## config.mk

```make
export PLATFORM = sky130hd
export DESIGN_NAME = seq_mult
export DESIGN_NICKNAME = d
export VERILOG_FILES = /design/src/rtl/mult_pkg.sv /design/src/rtl/mult_ctrl.sv /design/src/rtl/mult_addsub.sv /design/src/rtl/mult_regs.sv /design/src/rtl/seq_mult.sv
export SDC_FILE = /design/constraint.sdc
export NUM_CORES = 1
export LEC_CHECK = 0
export BUFFER_PORTS_ARGS = -buffer_cell sky130_fd_sc_hd__buf_2
export CAP_MARGIN = 20
export CORE_ASPECT_RATIO = 1.25
export CORE_UTILIZATION = 50
export CTS_BUF_LIST = sky130_fd_sc_hd__clkbuf_4 sky130_fd_sc_hd__clkbuf_8
export DETAILED_ROUTE_END_ITERATION = 7
export MAX_ROUTING_LAYER = met4
export PLACE_DENSITY_LB_ADDON = 0.1
export SLEW_MARGIN = 5
export SYNTH_ARGS = -nofsm -noshare
export SYNTH_HDL_FRONTEND = slang
export SYNTH_SLANG_ARGS = --single-unit
```

## constraint.sdc

```tcl
create_clock -name clk -period 10.5 [get_ports clk]
set_input_delay 0 -clock clk [delete_from_list [all_inputs] [get_ports clk]]
set_output_delay 0 -clock clk [all_outputs]
set_load 0.005 [all_outputs]
```

## src/rtl/mult_pkg.sv

```systemverilog
package mult_pkg;

    typedef enum logic [1:0] {
        ST_IDLE = 2'd0,
        ST_RUN  = 2'd1,
        ST_DONE = 2'd2
    } mult_state_e;

    typedef enum logic [1:0] {
        OP_PASS = 2'd0,
        OP_ADD  = 2'd1,
        OP_SUB  = 2'd2
    } mult_op_e;

endpackage

```

## src/rtl/mult_ctrl.sv

```systemverilog
module mult_ctrl
    import mult_pkg::*;
#(
    parameter int WIDTH = 32
) (
    input  logic      clk,
    input  logic      rst_n,
    input  logic      start_i,
    input  logic      signed_i,
    input  logic      ybit_i,
    output logic      load_o,
    output logic      step_o,
    output mult_op_e  op_o,
    output logic      busy_o,
    output logic      done_o
);

    localparam int CW = $clog2(WIDTH + 1);

    mult_state_e   state_q, state_d;
    logic [CW-1:0] cnt_q;
    logic          sgn_q;
    logic          last_step;

    assign last_step = (cnt_q == CW'(1));

    // next-state decision
    always_comb begin
        state_d = state_q;
        unique case (state_q)
            ST_IDLE: if (start_i)   state_d = ST_RUN;   // accept
            ST_RUN:  if (last_step) state_d = ST_DONE;  // finish
            ST_DONE:                state_d = ST_IDLE;  // retire
            default:                state_d = ST_IDLE;
        endcase
    end

    // state register, iteration counter and captured mode
    always_ff @(posedge clk or negedge rst_n) begin
        if (!rst_n) begin
            state_q <= ST_IDLE;
            cnt_q   <= '0;
            sgn_q   <= 1'b0;
        end else begin
            state_q <= state_d;
            if (state_q == ST_IDLE && start_i) begin
                cnt_q <= CW'(WIDTH);
                sgn_q <= signed_i;
            end else if (state_q == ST_RUN) begin
                cnt_q <= cnt_q - CW'(1);
            end
        end
    end

    // outputs per state
    always_comb begin
        load_o = 1'b0;
        step_o = 1'b0;
        op_o   = OP_PASS;
        busy_o = 1'b0;
        done_o = 1'b0;
        unique case (state_q)
            ST_IDLE: begin
                load_o = start_i;
            end
            ST_RUN: begin
                busy_o = 1'b1;
                step_o = 1'b1;
                if (ybit_i)
                    op_o = (sgn_q && last_step) ? OP_SUB : OP_ADD;
            end
            ST_DONE: begin
                busy_o = 1'b1;
                done_o = 1'b1;
            end
            default: ;
        endcase
    end

endmodule

```

## src/rtl/mult_addsub.sv

```systemverilog
module mult_addsub
    import mult_pkg::*;
#(
    parameter int WIDTH = 32
) (
    input  logic [WIDTH-1:0] hi_i,
    input  logic [WIDTH-1:0] x_i,
    input  logic             sgn_i,
    input  mult_op_e         op_i,
    output logic [WIDTH:0]   sum_o
);

    localparam int EW = WIDTH + 1;

    logic [EW-1:0] hi_ext;
    logic [EW-1:0] x_ext;

    // one extra bit: carry for unsigned, sign for two's complement
    assign hi_ext = {sgn_i & hi_i[WIDTH-1], hi_i};
    assign x_ext  = {sgn_i & x_i[WIDTH-1],  x_i};

    always_comb begin
        unique case (op_i)
            OP_ADD:  sum_o = hi_ext + x_ext;
            OP_SUB:  sum_o = hi_ext - x_ext;
            default: sum_o = hi_ext;
        endcase
    end

endmodule

```

## src/rtl/mult_regs.sv

```systemverilog
module mult_regs #(
    parameter int WIDTH = 32
) (
    input  logic             clk,
    input  logic             rst_n,
    input  logic             load_i,
    input  logic             step_i,
    input  logic             signed_i,
    input  logic [WIDTH-1:0] x_i,
    input  logic [WIDTH-1:0] y_i,
    input  logic [WIDTH:0]   sum_i,
    output logic [WIDTH-1:0] hi_o,
    output logic [WIDTH-1:0] lo_o,
    output logic [WIDTH-1:0] x_o,
    output logic             sgn_o
);

    logic [WIDTH-1:0] hi_q, lo_q, x_q;
    logic             sgn_q;

    always_ff @(posedge clk or negedge rst_n) begin
        if (!rst_n) begin
            hi_q  <= '0;
            lo_q  <= '0;
            x_q   <= '0;
            sgn_q <= 1'b0;
        end else if (load_i) begin
            hi_q  <= '0;
            lo_q  <= y_i;
            x_q   <= x_i;
            sgn_q <= signed_i;
        end else if (step_i) begin
            // right shift of the extended sum: its top bit enters Hi,
            // its bottom bit enters Lo, used multiplier bit leaves Lo
            hi_q <= sum_i[WIDTH:1];
            lo_q <= {sum_i[0], lo_q[WIDTH-1:1]};
        end
    end

    assign hi_o  = hi_q;
    assign lo_o  = lo_q;
    assign x_o   = x_q;
    assign sgn_o = sgn_q;

endmodule

```

## src/rtl/seq_mult.sv

```systemverilog
module seq_mult
    import mult_pkg::*;
#(
    parameter int WIDTH = 32
) (
    input  logic             clk,
    input  logic             rst_n,
    input  logic             start_i,
    input  logic             signed_i,
    input  logic [WIDTH-1:0] x_i,
    input  logic [WIDTH-1:0] y_i,
    output logic             busy_o,
    output logic             done_o,
    output logic [WIDTH-1:0] hi_o,
    output logic [WIDTH-1:0] lo_o
);

    logic             load, step;
    mult_op_e         op;
    logic [WIDTH:0]   sum;
    logic [WIDTH-1:0] hi_q, lo_q, x_q;
    logic             sgn_q;

    mult_ctrl #(.WIDTH(WIDTH)) ctrl_i (
        .clk      (clk),
        .rst_n    (rst_n),
        .start_i  (start_i),
        .signed_i (signed_i),
        .ybit_i   (lo_q[0]),
        .load_o   (load),
        .step_o   (step),
        .op_o     (op),
        .busy_o   (busy_o),
        .done_o   (done_o)
    );

    mult_addsub #(.WIDTH(WIDTH)) addsub_i (
        .hi_i  (hi_q),
        .x_i   (x_q),
        .sgn_i (sgn_q),
        .op_i  (op),
        .sum_o (sum)
    );

    mult_regs #(.WIDTH(WIDTH)) regs_i (
        .clk      (clk),
        .rst_n    (rst_n),
        .load_i   (load),
        .step_i   (step),
        .signed_i (signed_i),
        .x_i      (x_i),
        .y_i      (y_i),
        .sum_i    (sum),
        .hi_o     (hi_q),
        .lo_o     (lo_q),
        .x_o      (x_q),
        .sgn_o    (sgn_q)
    );

    assign hi_o = hi_q;
    assign lo_o = lo_q;

endmodule

```

==> results of run 1 <==
## metal layers
layer | vias to the layer above | track usage [%] | share of wire [%]
li1 | 3337 | - | -
met1 | 3263 | 38.9 | 44
met2 | 250 | 49.8 | 48
met3 | 52 | 3.55 | 5.1
met4 | 0 | 11.5 | 2.8
met5 | - | - | 0
## stage by stage
stage | hold WS (ps) | total power (W) | util [%] | area, sq um | cells
after floorplan | -296 | 0.00206 | - | 7170 | 842
final | 71.1 | 0.00290 | 63.3 | 8830 | 1192
after global routing | 83.2 | 0.00315 | 63.3 | 8830 | 1192
after global placement | -27.4 | 0.00253 | 56.9 | 7930 | 1109
after CTS | 52.8 | 0.00287 | 63.1 | 8800 | 1191
after detailed placement | -26.5 | 0.00257 | 56.9 | 7930 | 1109
## kinds of logic (layout without fill, tap and decap cells)
kind of cell	count (synthesis)	count (layout)
adders and majority gates	41	41
muxes	49	49
DFF	105	105
xor gates and xnor gates	61	61
and+or+nand+nor	289	289
AOI/OAI and AO/OA	229	229
buffers and inverters	68	243
## cell type report
class / count / share of cell area (%)
inverter: 23 / 0.978
clock inverter: 7 / 0.950
multi-input combinational: 669 / 48.7
tap: 175 / 2.48
clock buffer: 9 / 1.40
sequential: 105 / 29.8
timing repair buffer: 204 / 15.7
## sequential cells by signal, summed over array words and instances (netlist names)
name	flops
ctrl_i.cnt_q	6
ctrl_i.sgn_q	1
ctrl_i.state_q	2
regs_i.hi_o	32
regs_i.lo_o	32
regs_i.x_o	32
## repair_timing
action	4_1_cts	5_1_grt
hold endpoints to repair	99	0
hold buffers	66	0
setup endpoints to repair	0	0
buffers inserted	0	0
## tightest hold or removal path, delay by kind of cell
kind            cells  cell delay (ps)
buf+inv             1              100
compound gates      1              100
mux                 1              230
## layout by cell type, fill, tap and decap left out, types with 4 or more instances in the layout
master | netlist | final
nand2_1 | 160 | 160
buf_2 | 3 | 132
dfrtp_1 | 105 | 105
o21ai_0 | 76 | 76
dlygate4sd3_1 | 0 | 66
a21oi_1 | 60 | 60
nor2_1 | 47 | 47
mux2i_1 | 46 | 46
ha_1 | 40 | 39
xor2_1 | 35 | 35
xnor2_1 | 26 | 26
inv_1 | 23 | 23
nand4_1 | 11 | 11
a211oi_1 | 11 | 11
nand3_1 | 10 | 10
o22ai_1 | 10 | 10
clkbuf_8 | 0 | 9
a22oi_1 | 8 | 8
nor3_1 | 8 | 8
and2_1 | 9 | 8
o31ai_1 | 8 | 8
a31oi_1 | 6 | 6
nor4_1 | 6 | 6
nand2b_1 | 5 | 5
o21bai_1 | 5 | 5
nor2b_1 | 5 | 5
a21o_1 | 5 | 5
buf_4 | 1 | 5
o221ai_1 | 4 | 4
o41ai_1 | 4 | 4
## power by group through the flow
stage	Clock [W]	Sequential [W]	Combinational [W]
2_1_floorplan	0	0.000765	0.00129
4_1_cts	0.000283	0.000804	0.00178
6_report	0.000276	0.000810	0.00182
3_3_place_gp	0	0.000803	0.00173
3_5_place_dp	0	0.000810	0.00176
5_1_grt	0.000300	0.000837	0.00201
## path summary, 6_finish.rpt
path | startpoint | endpoint | slack (ps) | depth (start not counted)
setup / recovery | ctrl_i.state_q[1] | regs_i.hi_o[31] | 5610 | 15
hold / removal | start_i | ctrl_i.state_q[1] | 70 | 3
setup reg to reg | ctrl_i.state_q[1] | regs_i.hi_o[31] | 5610 | 15
hold reg to reg | ctrl_i.cnt_q[5] | ctrl_i.cnt_q[5] | 540 | 2
max in group asynchronous | rst_n | regs_i.hi_o[27] | 9120 | 3
min in group asynchronous | rst_n | regs_i.lo_o[21] | 90 | 2
==> results.toml, run 1 <==
[run_status]
status = "finished, final reports clean"

[grt]
track_usage_pct = 30.6
grt_pass1_vias = 6773
antenna_found_initial = 0
grt_pass1_wl_um = 34100
grt_max_degree = 118
grt-ovfl-total = 0

[synthesis]
synth_cell_types = 68
synthSimpleGateAreaFrac_pct = 18.5
yosys_most_used_dff = "dfrtp_1"
synth_common_cells = "160 x nand2_1, 105 x dfrtp_1, 76 x o21ai_0"
synth_area_leaders = "dfrtp_1 37%, nand2_1 8.4%, ha_1 7.0%"
yosys_warnings = 0
synth-xor-area-share_pct = 7.45
synthesis.nets = 951
synthCells = 842
synth-edff-count = 0
avgSynthCellArea_sq_um = 8.52
synth.most_common_cell = "nand2_1"
synth_fa_ha_area_share_pct = 7.25
yosys.area.top_type = "dfrtp_1"
synth_top_family_by_area = "compound AO/OA/AOI/OAI gates"
muxShareOfSynthArea_pct = 6.89
synthesis.area_sq_um = 7170
synth_top_area_share_pct = 36.6
ys_seq_area_share_pct = 36.6
ys_seq_elements = 105
synth_compound_gate_area_share_pct = 19.7
async_flop_share_pct = 100

[placement]
place.detailed.hpwl_um = 14400
routabilityCongestion = 0.979
place_ws_ps = 5620
io_buffers = 133

[clocking]
clockBufferDepth = 2
clk-insertion-delay-late_ps = 390
clock-root-buffer = "clkbuf_8"
cts_resized = 0
clkSlewWorstSetupHoldPaths_ps = 110
clock-sinks = 105
cts_tree = "yes"
cts_made_buffers = 9
htree_num_levels = 3

[floorplanning]
fp.dieW_um = 109
start_util_pct = 51.5
die-height_um = 136
core_sq_um = 13900
pin_count = 134
fp-row-count = 48
die-area_sq_um = 14800

[final_layout]
regArea_sq_um = 2630
fin_nets = 1121
drive_gt1_share_pct = 16.9
multi_input_area_sq_um = 4300
fill_cells = 1193
diodes = 0
syn_to_final_growth_pct = 23.0

[worst_setup_path]
critical_path_buf_inv_count = 1
endpoint_kind = "flip-flop"
path_cells = "inv_1 -> ha_4 -> and2_1 -> nand4_1 -> nand2_1 -> o21ai_0 -> fa_1 -> nor2b_1 -> o2111ai_1 -> a211oi_1 -> and3b_1 -> a211oi_1 -> o21ai_0 -> a2111o_1 -> nand3_1"
slowest_stage = "nand4_1"
crit_arrival_ps = 5220
slowest_delay_ps = 730
start_kind = "flip-flop"
worstPathMaxFanout = 23
crit_type = "reg -> reg"
path_delay_family = "simple AND/OR/NAND/NOR gates"
required_ps = 10830

[drt]
via_per_inst = 5.79
drt_iter0_markers = 505
drt_drc_violations_left = 0
drtPass1Iterations = 7
wire_per_inst_um = 18.1
ant_nets = 0
drt_wl_total_um = 21600
vias = 6902

[power]
p_per_area_nw_per_um2 = 329
pwr-share-comb_pct = 62.6
p_clk_share_pct = 9.5
power.switching_w = 0.00144
swShare_pct = 49.6
peakVddDrop_uv = 257
intPower_w = 0.00146
sequentialPowerShare_pct = 27.9
p_leak_nw = 4.15

[timing]
rsz0062_at_grt = "false"
worst_slew_pin_slew_ps = 1070
slew_violations = 0
tns_ps = 0
fmax_mhz = 204
finClkSkew_ps = 11.9
post-route-min-period_ps = 4890
slew_headroom_pct = 28.4
final_hold_viol_count = 0
setup_viol = 0
min_period_over_period_pct = 46.6
postLayoutSetupSlackWorst_ps = 5610

[min_path]
hold_class = "in -> reg"

[run]
drv_cap = 0
(Power assumes the default switching activity.)
==> inputs of run 2 (changes only) <==
- ABC_AREA: unset -> 1
- clock period: 10.5 -> 4.74 ns (I/O delays scaled with it)
==> results.toml, run 2 <==
[worst_setup_path]
endpoint_kind = "flip-flop"
slowest_stage = "dfrtp_1"
ff2ff_setup_slack_ps = 830
crit_type = "reg -> reg"
slowest_delay_ps = 390
required_ps = 5030
path_cells = "inv_1 -> ha_1 -> nand2_4 -> nor2_4 -> nand4_2 -> inv_2 -> o21ai_4 -> nor2_4 -> o21ai_1 -> xor2_1 -> ha_1 -> nand2_1 -> nor2_1 -> nand2_1 -> nor3_1 -> nand2_1 -> nand3_1 -> nand3_1 -> nand2_1 -> nand2_1"
worstPathMaxFanout = 16
cpMostUsedCell = "nand2_1"
crit_arrival_ps = 4200
reg2reg_to = "regs_i.hi_o[30]"
start_kind = "flip-flop"
rr_worst_depth = 20
rr_startpoint = "ctrl_i.state_q[1]"

[placement]
place.detailed.hpwl_um = 16900
io_buffers = 133
routabilityCongestion = 0.968

[synthesis]
avgSynthCellArea_sq_um = 6.80
yosys_most_used_dff = "dfrtp_1"
async_flop_share_pct = 100
synth_cell_types = 39
synthesis.nets = 1232
synth.most_common_cell = "nand2_1"
synthCells = 1123
synth-edff-count = 0
ys_seq_elements = 105
synth_common_cells = "342 x nand2_1, 161 x inv_1, 108 x nor2_1"
synth_top_area_share_pct = 34.4
ys_seq_area_share_pct = 34.4
synthesis.area_sq_um = 7640
yosys_warnings = 0
yosys.area.top_type = "dfrtp_1"
synth_area_leaders = "dfrtp_1 34%, nand2_1 17%, inv_1 7.9%"

[power]
sequentialPowerShare_pct = 27.1
power.switching_w = 0.00322
pwr-share-comb_pct = 63.2
intPower_w = 0.00294
total_power_w = 0.00616
p_leak_nw = 5.01
swShare_pct = 52.3
p_per_area_nw_per_um2 = 662
p_clk_share_pct = 9.8
peakVddDrop_uv = 664

[drt]
drtPass1Iterations = 5
drt_wl_total_um = 23000
vias = 7828
wire_per_inst_um = 15.4
drt_drc_violations_left = 0
via_per_inst = 5.24
ant_nets = 0
drt_iter0_markers = 392

[floorplanning]
die-height_um = 140
pin_count = 134
fp.dieW_um = 113
core_sq_um = 15000
fp-row-count = 50
die-area_sq_um = 15800
start_util_pct = 51.1

[timing]
slew_violations = 0
final_hold_viol_count = 0
min_period_over_period_pct = 82.4
post-route-min-period_ps = 3910
tns_ps = 0
slew_headroom_pct = 30.4
fmax_mhz = 256
rsz0062_at_grt = "false"
worst_slew_pin_slew_ps = 1040
setup_viol = 0
finClkSkew_ps = 16.1

[min_path]
hp-start = "start_i"
whs_path_depth = 4
whs_endpoint = "ctrl_i.state_q[1]"
hold_class = "in -> reg"

[clocking]
cts_resized = 0
clock-sinks = 105
cts_made_buffers = 9
htree_num_levels = 3
postCtsSetupRepairBufs = 0
clock-root-buffer = "clkbuf_8"
clkSlewWorstSetupHoldPaths_ps = 100
clk-insertion-delay-late_ps = 400
hold_buffers = 66
cts_tree = "yes"
clockBufferDepth = 2

[final_layout]
fin_nets = 1418
diodes = 0
fill_cells = 1401
final_cell_mix = "342 x nand2_1, 161 x inv_1, 132 x buf_2"
syn_to_final_growth_pct = 21.8
mostFrequentLayoutCell = "nand2_1"
drive_gt1_share_pct = 12.9

[grt]
grt_max_degree = 88
grt_pass1_vias = 7863
grt-ovfl-total = 0
antenna_found_initial = 0
track_usage_pct = 31.5
grt_pass1_wl_um = 37900

[run]
drv_cap = 0

[run_status]
status = "finished, final reports clean"
-- run 2: final cells by class --
cell class / count / area [sq um] / area share, %
clock buffer: 10 / 131 / 1.41
clock inverter: 5 / 63.8 / 0.686
inverter: 167 / 627 / 6.73
multi-input combinational: 820 / 4250 / 45.7
sequential: 105 / 2630 / 28.2
tap: 182 / 228 / 2.45
timing repair buffer: 206 / 1380 / 14.8
-- run 2: per-layer routing --
metal	routed length (um)	vias to the layer above	GRT usage, %
li1	-	3975	-
met1	10100	3594	37.9
met2	11200	202	53.5
met3	883	57	3.29
met4	801	0	13.8
met5	0	-	-
-- run 2: worst max-delay path by stage --
stage,startpoint,end,slack [ps],cells after the start
floorplan,ctrl_i.state_q[1],regs_i.hi_o[11],1720,18
global placement,ctrl_i.state_q[1],regs_i.hi_o[16],900,19
detailed placement,ctrl_i.state_q[1],regs_i.hi_o[30],870,20
CTS,ctrl_i.state_q[1],regs_i.hi_o[30],860,20
global route,ctrl_i.state_q[1],regs_i.hi_o[30],540,20
finish,ctrl_i.state_q[1],regs_i.hi_o[30],830,20
-- run 2: critical path: cells and delay by family, from the launching register on --
kind	cells	cell delay (ps)
buffers and inverters	2	490
AO/OA/AOI/OAI	2	230
flip-flops	1	390
XOR/XNOR	1	170
adder cells (fa/ha/maj)	2	630
AND/OR/NAND/NOR	13	1880
-- run 2: logic make-up after synthesis --
family	Yosys count	synth area share [%]
flip-flops	105	34.4
buffers and inverters	198	9.99
AO/OA/AOI/OAI	199	15.4
XOR/XNOR	40	4.59
AND/OR/NAND/NOR	540	28.9
adder cells (fa/ha/maj)	41	6.81
-- run 2: power by group through the flow --
stage | clock network [W] | registers [W] | logic [W]
floorplan | 0 | 0.00161 | 0.00273
global placement | 0 | 0.00168 | 0.00378
detailed placement | 0 | 0.00167 | 0.00383
CTS | 0.000612 | 0.00166 | 0.00388
global route | 0.000641 | 0.00172 | 0.00442
finish | 0.000601 | 0.00167 | 0.00389
-- run 2: stage by stage --
stage | instance area [sq um] | cells | hold slack, ps | setup slack [ps] | util [%]
after global placement | 8450 | 1414 | 143 | 901 | 56.5
final | 9310 | 1495 | 68.2 | 833 | 62.3
after global routing | 9310 | 1495 | 149 | 541 | 62.3
after CTS | 9310 | 1495 | 59.4 | 858 | 62.3
after floorplan | 7640 | 1123 | -296 | 1720 | -
after detailed placement | 8450 | 1414 | 149 | 867 | 56.5
==> inputs of run 3 (changes only) <==
- clock period: 4.74 -> 3.7 ns (I/O delays scaled with it)
==> results.toml, run 3 (synthesis results as in run 2) <==
[run_status]
status = "finished, final reports clean"

[floorplanning]
die-area_sq_um = 15800
fp-row-count = 50
start_util_pct = 51.1
pin_count = 134
fp.dieW_um = 113
core_sq_um = 15000
die-height_um = 140

[power]
sequentialPowerShare_pct = 26.4
power.switching_w = 0.00424
intPower_w = 0.00387
pwr-share-comb_pct = 62.8
p_leak_nw = 5.05
p_clk_share_pct = 10.8
p_per_area_nw_per_um2 = 861
swShare_pct = 52.3
peakVddDrop_uv = 749
total_power_w = 0.00810

[final_layout]
mostFrequentLayoutCell = "nand2_1"
final_cell_mix = "342 x nand2_1, 161 x inv_1, 132 x buf_2"
syn_to_final_growth_pct = 23.1
fin_util_pct = 62.9
diodes = 0
fin_nets = 1423
drive_gt1_share_pct = 13.7

[min_path]
hold_class = "in -> reg"
hp-start = "start_i"

[drt]
vias = 7898
ant_nets = 0
drt_iter0_markers = 433
drt_wl_total_um = 23800
wire_per_inst_um = 15.9
drtPass1Iterations = 5
via_per_inst = 5.26
drt_drc_violations_left = 0

[timing]
min_period_over_period_pct = 92.0
final_hold_viol_count = 0
fmax_mhz = 294
slew_violations = 0
tns_ps = 0
postLayoutSetupSlackWorst_ps = 296
post-route-min-period_ps = 3400
slew_headroom_pct = 43.1
worst_slew_pin_slew_ps = 854
setup_viol = 0
finClkSkew_ps = 21.2

[clocking]
clock-sinks = 105
clkSlewWorstSetupHoldPaths_ps = 110
clock-root-buffer = "clkbuf_8"
postCtsSetupRepairBufs = 0
cts_tree = "yes"
clockBufferDepth = 2
cts_made_buffers = 9
htree_num_levels = 3
clk-insertion-delay-late_ps = 400

[worst_setup_path]
required_ps = 4000
start_kind = "flip-flop"
path_cells = "inv_1 -> ha_2 -> nand2_4 -> nor2_4 -> nand4_2 -> buf_4 -> nand2_4 -> o21ai_4 -> a21oi_4 -> o21ai_1 -> nand2_1 -> nand2_1 -> ha_2 -> nand2_1 -> nor2_1 -> nand2_1 -> nor3_1 -> nand2_1 -> nand3_1 -> nand3_1 -> nand2_1 -> nand2_1"
crit_type = "reg -> reg"
crit_arrival_ps = 3700
slowest_delay_ps = 400
ff2ff_setup_slack_ps = 300
worstPathMaxFanout = 11
rr_worst_depth = 22
endpoint_kind = "flip-flop"
cpMostUsedCell = "nand2_1"
reg2reg_to = "regs_i.hi_o[28]"
rr_startpoint = "ctrl_i.state_q[1]"
critPathLaunch = "ctrl_i.state_q[1]"
slowest_stage = "ha_2"
endpoint = "regs_i.hi_o[28]"

[placement]
io_buffers = 133
place_ws_ps = 211
place.detailed.hpwl_um = 17600
routabilityCongestion = 0.990

[run]
drv_cap = 0

[grt]
global_route.usage.met1_pct = 38.6
antenna_found_initial = 0
top_usage_layer = "met2"
track_usage_pct = 32.3
grtUsageMet3_pct = 2.68
grt_pass1_vias = 7752
grt_pass1_wl_um = 38300
grtUsageMet2_pct = 55.7
grt-ovfl-total = 0
grt_max_degree = 62
==> run 3: what timing repair did <==
item	4_1_cts	5_1_grt
endpoints found under the hold margin	124	0
hold buffers	66	0
resized for setup	0	7
setup endpoints to repair	0	11
==> run 3: power by group through the flow <==
stage | logic, W | registers, W | clock network [W]
after floorplan | 0.00350 | 0.00206 | 0
after global placement | 0.00495 | 0.00214 | 0
after detailed placement | 0.00498 | 0.00214 | 0
after CTS | 0.00504 | 0.00213 | 0.000883
after global routing | 0.00576 | 0.00221 | 0.000927
final | 0.00509 | 0.00214 | 0.000874
==> run 3: final cells by class <==
cell class / count / area (sq um)
Fill cell: 1409 / 5550
Multi-Input combinational cell: 820 / 4260
Sequential cell: 105 / 2630
Timing Repair Buffer: 211 / 1420
Inverter: 167 / 628
Tap cell: 182 / 228
Clock buffer: 9 / 124
Clock inverter: 7 / 116
==> run 3: worst min-delay path by stage <==
stage                         to  slack [ps]  cells after the start
3_5_place_dp      regs_i.hi_o[2]         150                      1
2_1_floorplan    ctrl_i.cnt_q[0]        -300                      0
5_1_grt        ctrl_i.state_q[1]          70                      4
3_3_place_gp      regs_i.hi_o[2]         140                      1
6_report       ctrl_i.state_q[0]          20                      4
4_1_cts        ctrl_i.state_q[0]          10                      4
==> run 3: worst max-delay path, delay by kind of cell, from the launching register on <==
| family | cells | cell delay [ps] |
|---|---|---|
| AO/OA/AOI/OAI | 3 | 370 |
| adder cells (fa/ha/maj) | 2 | 660 |
| buffers and inverters | 2 | 370 |
| flip-flops | 1 | 390 |
| AND/OR/NAND/NOR | 15 | 1510 |
==> run 3: stage by stage <==
step                instance area [sq um]  cells  hold WS, ps
floorplan                            7640   1123         -296
global placement                     8490   1419          143
detailed placement                   8490   1419          149
CTS                                  9390   1501         11.7
global route                         9410   1501         68.8
finish                               9410   1501         20.2
==> run 3: routing by layer <==
| layer | routed length, um | up-vias |
|---|---|---|
| met1 | 10100 | 3634 |
| met4 | 792 | 0 |
| li1 | - | 3988 |
| met3 | 920 | 48 |
| met2 | 12000 | 228 |
| met5 | 0 | - |
